**src/rtl/irqc_pkg.sv**
```systemverilog
package irqc_pkg;

    localparam int NUM_BLK = 7;
    localparam int MAX_SRC = 4;
    localparam int ADDR_W  = 5;
    localparam int DATA_W  = 8;

    localparam int A_BLK_STAT  = 0;
    localparam int A_BLK_EN    = 1;
    localparam int A_SRC_STAT0 = 2;
    localparam int A_SRC_EN0   = A_SRC_STAT0 + NUM_BLK;

    function automatic int src_cnt(input int b);
        case (b)
            0:       return 3;
            1:       return 1;
            2:       return 0;
            3:       return 2;
            4:       return 4;
            5:       return 2;
            6:       return 3;
            default: return 0;
        endcase
    endfunction

    function automatic int src_base(input int b);
        int acc;
        acc = 0;
        for (int k = 0; k < b; k++) acc += src_cnt(k);
        return acc;
    endfunction

    localparam int TOTAL_SRC = src_base(NUM_BLK);

    function automatic int src_blk(input int s);
        int r;
        r = 0;
        for (int k = 0; k < NUM_BLK; k++)
            if (s >= src_base(k) && s < src_base(k) + src_cnt(k)) r = k;
        return r;
    endfunction

    typedef struct packed {
        logic [MAX_SRC-1:0] stat;
        logic [MAX_SRC-1:0] en;
    } bank_t;

    typedef struct packed {
        logic [NUM_BLK-1:0] blk_en;
        logic [DATA_W-1:0]  rdata;
    } top_t;

endpackage

```
**src/rtl/irqc_src_bank.sv**
```systemverilog
module irqc_src_bank
    import irqc_pkg::*;
#(
    parameter int NSRC = 1
) (
    input  logic               clk,
    input  logic               rst_n,
    input  logic [MAX_SRC-1:0] evt_i,
    input  logic               rd_clr_i,
    input  logic               wr_en_i,
    input  logic [MAX_SRC-1:0] wdata_i,
    output logic [MAX_SRC-1:0] stat_o,
    output logic [MAX_SRC-1:0] en_o,
    output logic               summary_o
);

    localparam logic [MAX_SRC-1:0] IMPL = MAX_SRC'((32'd1 << NSRC) - 32'd1);

    bank_t bank_d, bank_q;

    always_comb begin
        bank_d = bank_q;
        if (rd_clr_i) bank_d.stat = '0;
        bank_d.stat = (bank_d.stat | evt_i) & IMPL;
        if (wr_en_i) bank_d.en = wdata_i & IMPL;
    end

    always_ff @(posedge clk or negedge rst_n) begin
        if (!rst_n) bank_q <= '0;
        else        bank_q <= bank_d;
    end

    assign stat_o    = bank_q.stat;
    assign en_o      = bank_q.en;
    assign summary_o = |(bank_q.stat & bank_q.en);

endmodule

```
**src/rtl/irqc_readmux.sv**
```systemverilog
module irqc_readmux
    import irqc_pkg::*;
(
    input  logic [ADDR_W-1:0]          addr_i,
    input  logic [NUM_BLK-1:0]         blk_sum_i,
    input  logic [NUM_BLK-1:0]         blk_en_i,
    input  logic [NUM_BLK*MAX_SRC-1:0] stat_i,
    input  logic [NUM_BLK*MAX_SRC-1:0] en_i,
    output logic [DATA_W-1:0]          data_o
);

    always_comb begin
        data_o = '0;
        if (addr_i == ADDR_W'(A_BLK_STAT)) data_o = DATA_W'(blk_sum_i);
        if (addr_i == ADDR_W'(A_BLK_EN))   data_o = DATA_W'(blk_en_i);
        for (int b = 0; b < NUM_BLK; b++) begin
            if (addr_i == ADDR_W'(A_SRC_STAT0 + b))
                data_o = DATA_W'(stat_i[b*MAX_SRC +: MAX_SRC]);
            if (addr_i == ADDR_W'(A_SRC_EN0 + b))
                data_o = DATA_W'(en_i[b*MAX_SRC +: MAX_SRC]);
        end
    end

endmodule

```
**src/rtl/irq_hier_ctrl.sv**
```systemverilog
module irq_hier_ctrl
    import irqc_pkg::*;
(
    input  logic                 clk,
    input  logic                 rst_n,
    input  logic [TOTAL_SRC-1:0] evt_i,
    input  logic                 rd_en_i,
    input  logic                 wr_en_i,
    input  logic [ADDR_W-1:0]    addr_i,
    input  logic [DATA_W-1:0]    wdata_i,
    output logic [DATA_W-1:0]    rdata_o,
    output logic                 irq_n_o
);

    logic [NUM_BLK-1:0]         blk_sum;
    logic [NUM_BLK*MAX_SRC-1:0] stat_all;
    logic [NUM_BLK*MAX_SRC-1:0] en_all;
    logic [TOTAL_SRC-1:0]       src_stat_flat;
    logic [TOTAL_SRC-1:0]       src_en_flat;
    logic [DATA_W-1:0]          mux_data;
    logic [NUM_BLK-1:0]         blk_en_q;
    top_t                       top_d, top_q;

    for (genvar b = 0; b < NUM_BLK; b++) begin : g_blk
        localparam int CNT  = src_cnt(b);
        localparam int BASE = src_base(b);
        logic [MAX_SRC-1:0] evt_b;
        logic               clr_b;
        logic               wen_b;

        for (genvar i = 0; i < MAX_SRC; i++) begin : g_bit
            if (i < CNT) begin : g_on
                assign evt_b[i]              = evt_i[BASE+i];
                assign src_stat_flat[BASE+i] = stat_all[b*MAX_SRC+i];
                assign src_en_flat[BASE+i]   = en_all[b*MAX_SRC+i];
            end else begin : g_off
                assign evt_b[i] = 1'b0;
            end
        end

        assign clr_b = rd_en_i && (addr_i == ADDR_W'(A_SRC_STAT0 + b));
        assign wen_b = wr_en_i && (addr_i == ADDR_W'(A_SRC_EN0 + b));

        irqc_src_bank #(.NSRC(CNT)) u_bank (
            .clk      (clk),
            .rst_n    (rst_n),
            .evt_i    (evt_b),
            .rd_clr_i (clr_b),
            .wr_en_i  (wen_b),
            .wdata_i  (wdata_i[MAX_SRC-1:0]),
            .stat_o   (stat_all[b*MAX_SRC +: MAX_SRC]),
            .en_o     (en_all[b*MAX_SRC +: MAX_SRC]),
            .summary_o(blk_sum[b])
        );
    end

    irqc_readmux u_mux (
        .addr_i   (addr_i),
        .blk_sum_i(blk_sum),
        .blk_en_i (top_q.blk_en),
        .stat_i   (stat_all),
        .en_i     (en_all),
        .data_o   (mux_data)
    );

    always_comb begin
        top_d = top_q;
        if (rd_en_i) top_d.rdata = mux_data;
        if (wr_en_i && addr_i == ADDR_W'(A_BLK_EN))
            top_d.blk_en = wdata_i[NUM_BLK-1:0];
    end

    always_ff @(posedge clk or negedge rst_n) begin
        if (!rst_n) top_q <= '0;
        else        top_q <= top_d;
    end

    assign blk_en_q = top_q.blk_en;
    assign rdata_o  = top_q.rdata;
    assign irq_n_o  = ~|(blk_sum & top_q.blk_en);

endmodule

```
**config.mk**
```make
export PLATFORM = sky130hd
export DESIGN_NAME = irq_hier_ctrl
export DESIGN_NICKNAME = d
export VERILOG_FILES = /design/src/rtl/irqc_pkg.sv /design/src/rtl/irqc_src_bank.sv /design/src/rtl/irqc_readmux.sv /design/src/rtl/irq_hier_ctrl.sv
export SDC_FILE = /design/constraint.sdc
export NUM_CORES = 1
export LEC_CHECK = 0
export ABC_AREA = 1
export BUFFER_PORTS_ARGS = -buffer_cell sky130_fd_sc_hd__buf_2
export CAP_MARGIN = 15
export CORE_MARGIN = 3
export CORE_UTILIZATION = 35
export CTS_CLUSTER_SIZE = 30
export DETAILED_ROUTE_END_ITERATION = 8
export GPL_TIMING_DRIVEN = 0
export PLACE_DENSITY_LB_ADDON = 0.2
export SYNTH_ARGS = -nofsm -noshare
export SYNTH_HDL_FRONTEND = slang
export SYNTH_SLANG_ARGS = --single-unit
```
**constraint.sdc**
```tcl
create_clock -name clk -period 3 [get_ports clk]
set_clock_uncertainty 0.05 [all_clocks]
set_input_delay 0.3 -clock clk [delete_from_list [all_inputs] [get_ports clk]]
set_output_delay 0.3 -clock clk [all_outputs]
set_load 0.01 [all_outputs]
```
==> flow_summary.yaml, run 1 <==
grt:
  antenna_found_initial: 0
  grt.total_usage_pct: 16.5
  grt_pass1_vias: 1885
  grt_pass1_wl_mm: 9.39
  grt-ovfl-total: 0
  grt_max_degree: 45
timing:
  setup_violations: 0
  final.min_clock_period_ns: 2.21
  slew_viol_final: 0
  tightestPinTransition_ns: 0.981
  holdWs_ns: 0.0909
  setup_slack_ns: 0.795
  setup_tns_ns: 0
  rsz0062_at_grt: "no"
  relSlewSlack_pct: 34.6
  post-route-period-util_pct: 73.5
  hold_violations: 0
  max_freq_mhz: 453
pwr:
  power_density_nw_per_um2: 505
  finalPower_mw: 1.32
  p_sw_share_pct: 29.3
  seqPwrFrac_pct: 53.4
  p_clk_share_pct: 30.0
  pwr-share-comb_pct: 16.6
  power.internal_mw: 0.932
  p_switching_mw: 0.386
  ir_drop_mv: 0.220
  power_leakage_nw: 1.39
setup_path:
  worstSetupEndpointType: "primary output"
  crit_chain: "nand2_1 > nand2_1 > a221oi_1 > o2111ai_1 > a221oi_1 > buf_2"
  r2r-end: "rdata_o[0]$_DFFE_PN0P_"
  cp.required_ns: 2.65
  r2r_cells: 16
  path_max_fanout: 3
  slowest_delay_ns: 0.41
  cp_top_family: "compound AO/OA/AOI/OAI gates"
  cp_num_buf_inv: 1
  start_kind: "register"
  r2r_slack_ns: 1.40
  crit_arrival_ns: 1.86
  crit_type: "reg2out"
  reg2reg_from: "g_blk[0].u_bank.en_o[2]$_DFFE_PN0P_"
  cp_slowest_cell: "dfrtp_1"
floorplanning:
  ios: 41
  die_h_um: 85.9
  fp.dieW_um: 85.9
  initial_core_util_pct: 36.8
  die-area_um2: 7380
  num_rows: 28
  placeableCoreArea_um2: 6060
hold_path:
  hp-class: "in2async"
detailed_routing:
  ant_nets: 0
  routed_wl_mm: 5.55
  num_vias: 1941
  drt_iter0_drc: 62
  viasPerCell: 4.79
  drc: 0
  first_pass_iters: 4
  wl_per_cell_um: 13.7
flow_run:
  maxCapViolCount: 0
cts:
  clk_latency_ns: 0.30
  clockBufferDepth: 2
  cts_tree: "built"
  numCtsBuffers: 5
  clkTransAtPathRegs_ns: 0.08
  hold_buffers: 0
  post-cts-setup-buffer-count: 0
  ctsResizeCount: 0
  cts_sinks: 44
  cts.htree.levels: 2
  cts_root_buffer: "clkbuf_8"
synthesis:
  ys_types: 29
  ys_warn_count: 0
  yosysSeqAreaShare_pct: 49.3
  syn_nets: 316
  ys_ff_latch: 44
  synth_top_family_by_area: "simple AND/OR/NAND/NOR gates"
  synth.cell_area_um2: 2230
  synth_top_area_cell: "dfrtp_1"
  synthXorXnorAreaFrac_pct: 0
  synth_area_leaders: "dfrtp_1 49%, nand2_1 14%, inv_1 6.4%"
  yosys.area_share.simple_pct: 23.9
  synth_top_area_share_pct: 49.3
  synthCells: 284
  synth_compound_area_share_pct: 17.9
  synthMuxAreaShare_pct: 0
  syn_area_per_cell_um2: 7.86
  yosys.area_share.adder_pct: 0
final_layout:
  nets: 361
  syn2layout_area_growth_pct: 16.9
  n_antenna_cell: 0
  finalNonFillerCells: 405
  drive_above_1_share_pct: 18.2
  final_cell_mix: "81 x nand2_1, 44 x dfrtp_1, 38 x inv_1, 38 x buf_2, 26 x o21ai_0"
  layout_commonest_cell: "nand2_1"
place:
  dp_cells: 397
  place_congestion: 0.826
  place_ws_ns: 1.09
  hpwlAfterDp_mm: 4.27
  numPortBuffers: 38
status:
  status: "finished clean"
-- cells by family after synthesis --
group                  Yosys count
and+or+nand+nor                125
DFF                             44
AOI/OAI and AO/OA               67
other                            1
buffers and inverters           47
-- synthesized netlist by cell type --
| cell type | number |
|---|---|
| o21bai_1 | 14 |
| or2_0 | 1 |
| nor2_1 | 20 |
| nand2_2 | 2 |
| nand4_1 | 3 |
| o2111ai_1 | 1 |
| nor3_1 | 3 |
| nor2_2 | 3 |
| nand2_1 | 81 |
| o21ai_1 | 8 |
| buf_4 | 1 |
| a22oi_1 | 1 |
| clkbuf_1 | 2 |
| o22ai_1 | 3 |
| nand3_1 | 8 |
| a21oi_1 | 8 |
| conb_1 | 1 |
| o21ai_0 | 26 |
| bufinv_8 | 1 |
| nor2_4 | 1 |
| o211ai_1 | 2 |
| inv_2 | 5 |
| nand3_2 | 1 |
| a22o_1 | 1 |
| or2_1 | 1 |
| a221oi_1 | 3 |
| nor3_4 | 1 |
| dfrtp_1 | 44 |
| inv_1 | 38 |
-- worst max path at each step --
stage	end	slack (ns)	cells past startpoint	startpoint
CTS	irq_n_o	0.81	6	g_blk[4].u_bank.en_o[2]$_DFFE_PN0P_
global route	irq_n_o	0.68	6	g_blk[4].u_bank.en_o[3]$_DFFE_PN0P_
floorplan	irq_n_o	1.44	5	g_blk[4].u_bank.en_o[2]$_DFFE_PN0P_
finish	irq_n_o	0.79	6	g_blk[4].u_bank.stat_o[2]$_DFF_PN0_
global placement	rdata_o[0]$_DFFE_PN0P_	1.10	14	addr_i[4]
detailed placement	rdata_o[0]$_DFFE_PN0P_	1.09	14	addr_i[4]
-- power by group through the flow --
stage | combinational (mW) | clock (mW) | sequential (mW)
final | 0.219 | 0.396 | 0.703
after global routing | 0.253 | 0.428 | 0.713
after floorplan | 0.134 | 0 | 0.705
after global placement | 0.218 | 0 | 0.712
after CTS | 0.222 | 0.409 | 0.703
after detailed placement | 0.221 | 0 | 0.714
-- worst reg2reg max path: stages, from the launching register on --
cell     delay [ns]
dfrtp_1        0.40
nand2_1        0.08
nand3_1        0.12
nand2_2        0.10
nand3_2        0.05
nand2_1        0.07
nand2_1        0.05
nand2_1        0.05
nand2_1        0.04
nand2_1        0.06
nand2_1        0.05
nand2_1        0.06
nand4_1        0.08
nand2_1        0.08
nand2_1        0.07
nand2_1        0.06
nand2_1        0.04
-- layout make-up --
class,count,area [um^2]
Fill cell,667,3450
Inverter,44,179
Clock inverter,1,7.51
Tap cell,75,93.8
Timing Repair Buffer,38,190
Buffer,3,15.0
Clock buffer,7,86.3
Sequential cell,44,1100
Multi-Input combinational cell,193,938
-- per-layer routing --
layer  global-route usage, %  share of wire, %  up-vias
li1                        -                 -     1001
met1                    23.1                49      879
met2                    24.9                43       52
met3                    4.13               5.9        9
met4                    5.90               2.1        0
met5                       0                 0        -
-- flip-flops by register name, summed over array words and instances, names as in the netlist --
register,flops
g_blk.u_bank.stat_o,15
rdata_o,7
blk_en_q,7
g_blk.u_bank.en_o,15
-- per-stage QoR --
stage	cell area [um^2]	utilization, %
floorplan	2230	-
global placement	2520	41.5
detailed placement	2520	41.5
CTS	2610	43.1
global route	2610	43.1
finish	2610	43.1
No activity file was read; power rests on OpenSTA's default activity.
==> inputs of run 2 (changes only) <==
==> constraint.sdc (replaced) <==
create_clock -name clk -period 1.9 [get_ports clk]
set_clock_uncertainty 0.05 [all_clocks]
set_input_delay 0.19 -clock clk [delete_from_list [all_inputs] [get_ports clk]]
set_output_delay 0.19 -clock clk [all_outputs]
set_load 0.01 [all_outputs]
==> run 2 against run 1 <==
- the run now ends with negative hold slack left
- routed wire length grew 0.81%
- highest routed layer unchanged
- non-clock buffer count grew 3
- sequential share of layout area shrank 0.87 points
- first-iteration DRC count grew 26%
- global-route usage is essentially flat
- critical path depth is the same
==> flow_summary.yaml, run 2 (synthesis results as in run 1) <==
status:
  status: "finished, violations left"
  violations: "negative hold slack"
timing:
  slew_viol_final: 0
  post-route-period-util_pct: 99.1
  max_freq_mhz: 531
  hold_violations: 11
  tightestPinTransition_ns: 0.982
  holdWs_ns: -0.0201
  setup_slack_ns: 0.0162
  relSlewSlack_pct: 34.5
  setup_violations: 0
  final.min_clock_period_ns: 1.88
  rsz0062_at_grt: "yes"
final_layout:
  drive_above_1_share_pct: 20.1
  syn2layout_area_growth_pct: 19.4
  post-route-cell-area_um2: 2670
  layout_commonest_cell: "nand2_1"
  fill_cells: 661
  nets: 364
  final_cell_mix: "80 x nand2_1, 44 x dfrtp_1, 38 x inv_1, 38 x buf_2, 26 x o21ai_0"
  n_antenna_cell: 0
  final_util_pct: 44.0
hold_path:
  hp-class: "in2async"
detailed_routing:
  first_pass_iters: 4
  viasPerCell: 4.82
  routed_wl_mm: 5.59
  ant_nets: 0
  drt_iter0_drc: 78
  drc: 0
  wl_per_cell_um: 13.7
  num_vias: 1965
setup_path:
  reg2reg_from: "g_blk[0].u_bank.en_o[2]$_DFFE_PN0P_"
  worstSetupEndpointType: "primary output"
  critPathLaunch: "g_blk[4].u_bank.stat_o[2]$_DFF_PN0_"
  crit_type: "reg2out"
  crit_chain: "nand2_1 > nand2_2 > a221oi_4 > o2111ai_2 > a221oi_2 > buf_2"
  cp_slowest_cell: "dfrtp_1"
  start_kind: "register"
  crit_arrival_ns: 1.64
  cp_top_family: "compound AO/OA/AOI/OAI gates"
  path_max_fanout: 3
  cp_num_buf_inv: 1
  slowest_delay_ns: 0.41
  cp.required_ns: 1.66
floorplanning:
  placeableCoreArea_um2: 6060
  num_rows: 28
  die-area_um2: 7380
  die_h_um: 85.9
  initial_core_util_pct: 36.8
  fp.dieW_um: 85.9
  ios: 41
cts:
  clkTransAtPathRegs_ns: 0.08
  hold_buffers: 0
  clockBufferDepth: 2
  cts_tree: "built"
  numCtsBuffers: 5
  cts_root_buffer: "clkbuf_8"
  cts_sinks: 44
  cts.htree.levels: 2
  clk_latency_ns: 0.30
pwr:
  power_leakage_nw: 1.41
  ir_drop_mv: 0.344
  power_density_nw_per_um2: 802
grt:
  grt_pass1_vias: 1883
  antenna_found_initial: 0
  grt-ovfl-total: 0
  grt.total_usage_pct: 16.5
  grt_max_degree: 45
  grt_pass1_wl_mm: 9.38
place:
  place_ws_ns: 0.104
  place_congestion: 0.826
  numPortBuffers: 38
  place_area_um2: 2520
  hpwlAfterDp_mm: 4.27
flow_run:
  maxCapViolCount: 0
==> run 2: changes by cell type in the layout (fill, tap and decap cells not counted), sizes merged <==
cell,change
buf,+3
==> run 2: final timing paths <==
check	end	slack, ns	depth (start not counted)
worst max-delay path	irq_n_o	0.02	6
worst min-delay path	g_blk[1].u_bank.en_o[0]$_DFFE_PN0P_	-0.02	1
worst max register to register	rdata_o[0]$_DFFE_PN0P_	0.30	16
worst min register to register	rdata_o[0]$_DFFE_PN0P_	0.42	2
max in group asynchronous	g_blk[0].u_bank.en_o[0]$_DFFE_PN0P_	1.20	1
min in group clk	g_blk[1].u_bank.stat_o[0]$_DFF_PN0_	0.01	3
==> run 2: cell type report <==
class | instances | area, um^2 | share of cell area [%]
Clock inverter | 1 | 7.51 | 0.282
Multi-Input combinational cell | 193 | 971 | 36.4
Timing Repair Buffer | 41 | 213 | 7.98
Clock buffer | 7 | 86.3 | 3.24
Tap cell | 75 | 93.8 | 3.52
Sequential cell | 44 | 1100 | 41.3
Buffer | 3 | 15.0 | 0.563
Inverter | 44 | 179 | 6.71
==> run 2: report_power, final <==
| group | switching (mW) | internal (mW) |
|---|---|---|
| Clock | 0.333 | 0.296 |
| Sequential | 0.0797 | 1.04 |
| Combinational | 0.223 | 0.170 |
| Total | 0.635 | 1.50 |
==> run 2: layer usage <==
layer	routed length [um]	global-route usage, %
met5	0	0
met4	118	5.90
met3	300	4.13
met2	2460	24.9
met1	2710	23.0
==> run 2: what timing repair did <==
item | in CTS | in global routing
cloned | 0 | 0
endpoints found under the setup margin | 1 | 1
pin swaps | 0 | 2
setup buffers | 1 | 2
resized for setup | 1 | 4
hold endpoints to repair | 0 | 0
==> run 2: stage by stage <==
stage                     power, mW  setup TNS [ns]  instances
after detailed placement       1.48               0        397
final                          2.14               0        408
after CTS                      2.12         -0.0337        406
after global placement         1.47               0        397
after floorplan                1.32               0        284
after global routing           2.26         -0.0742        408
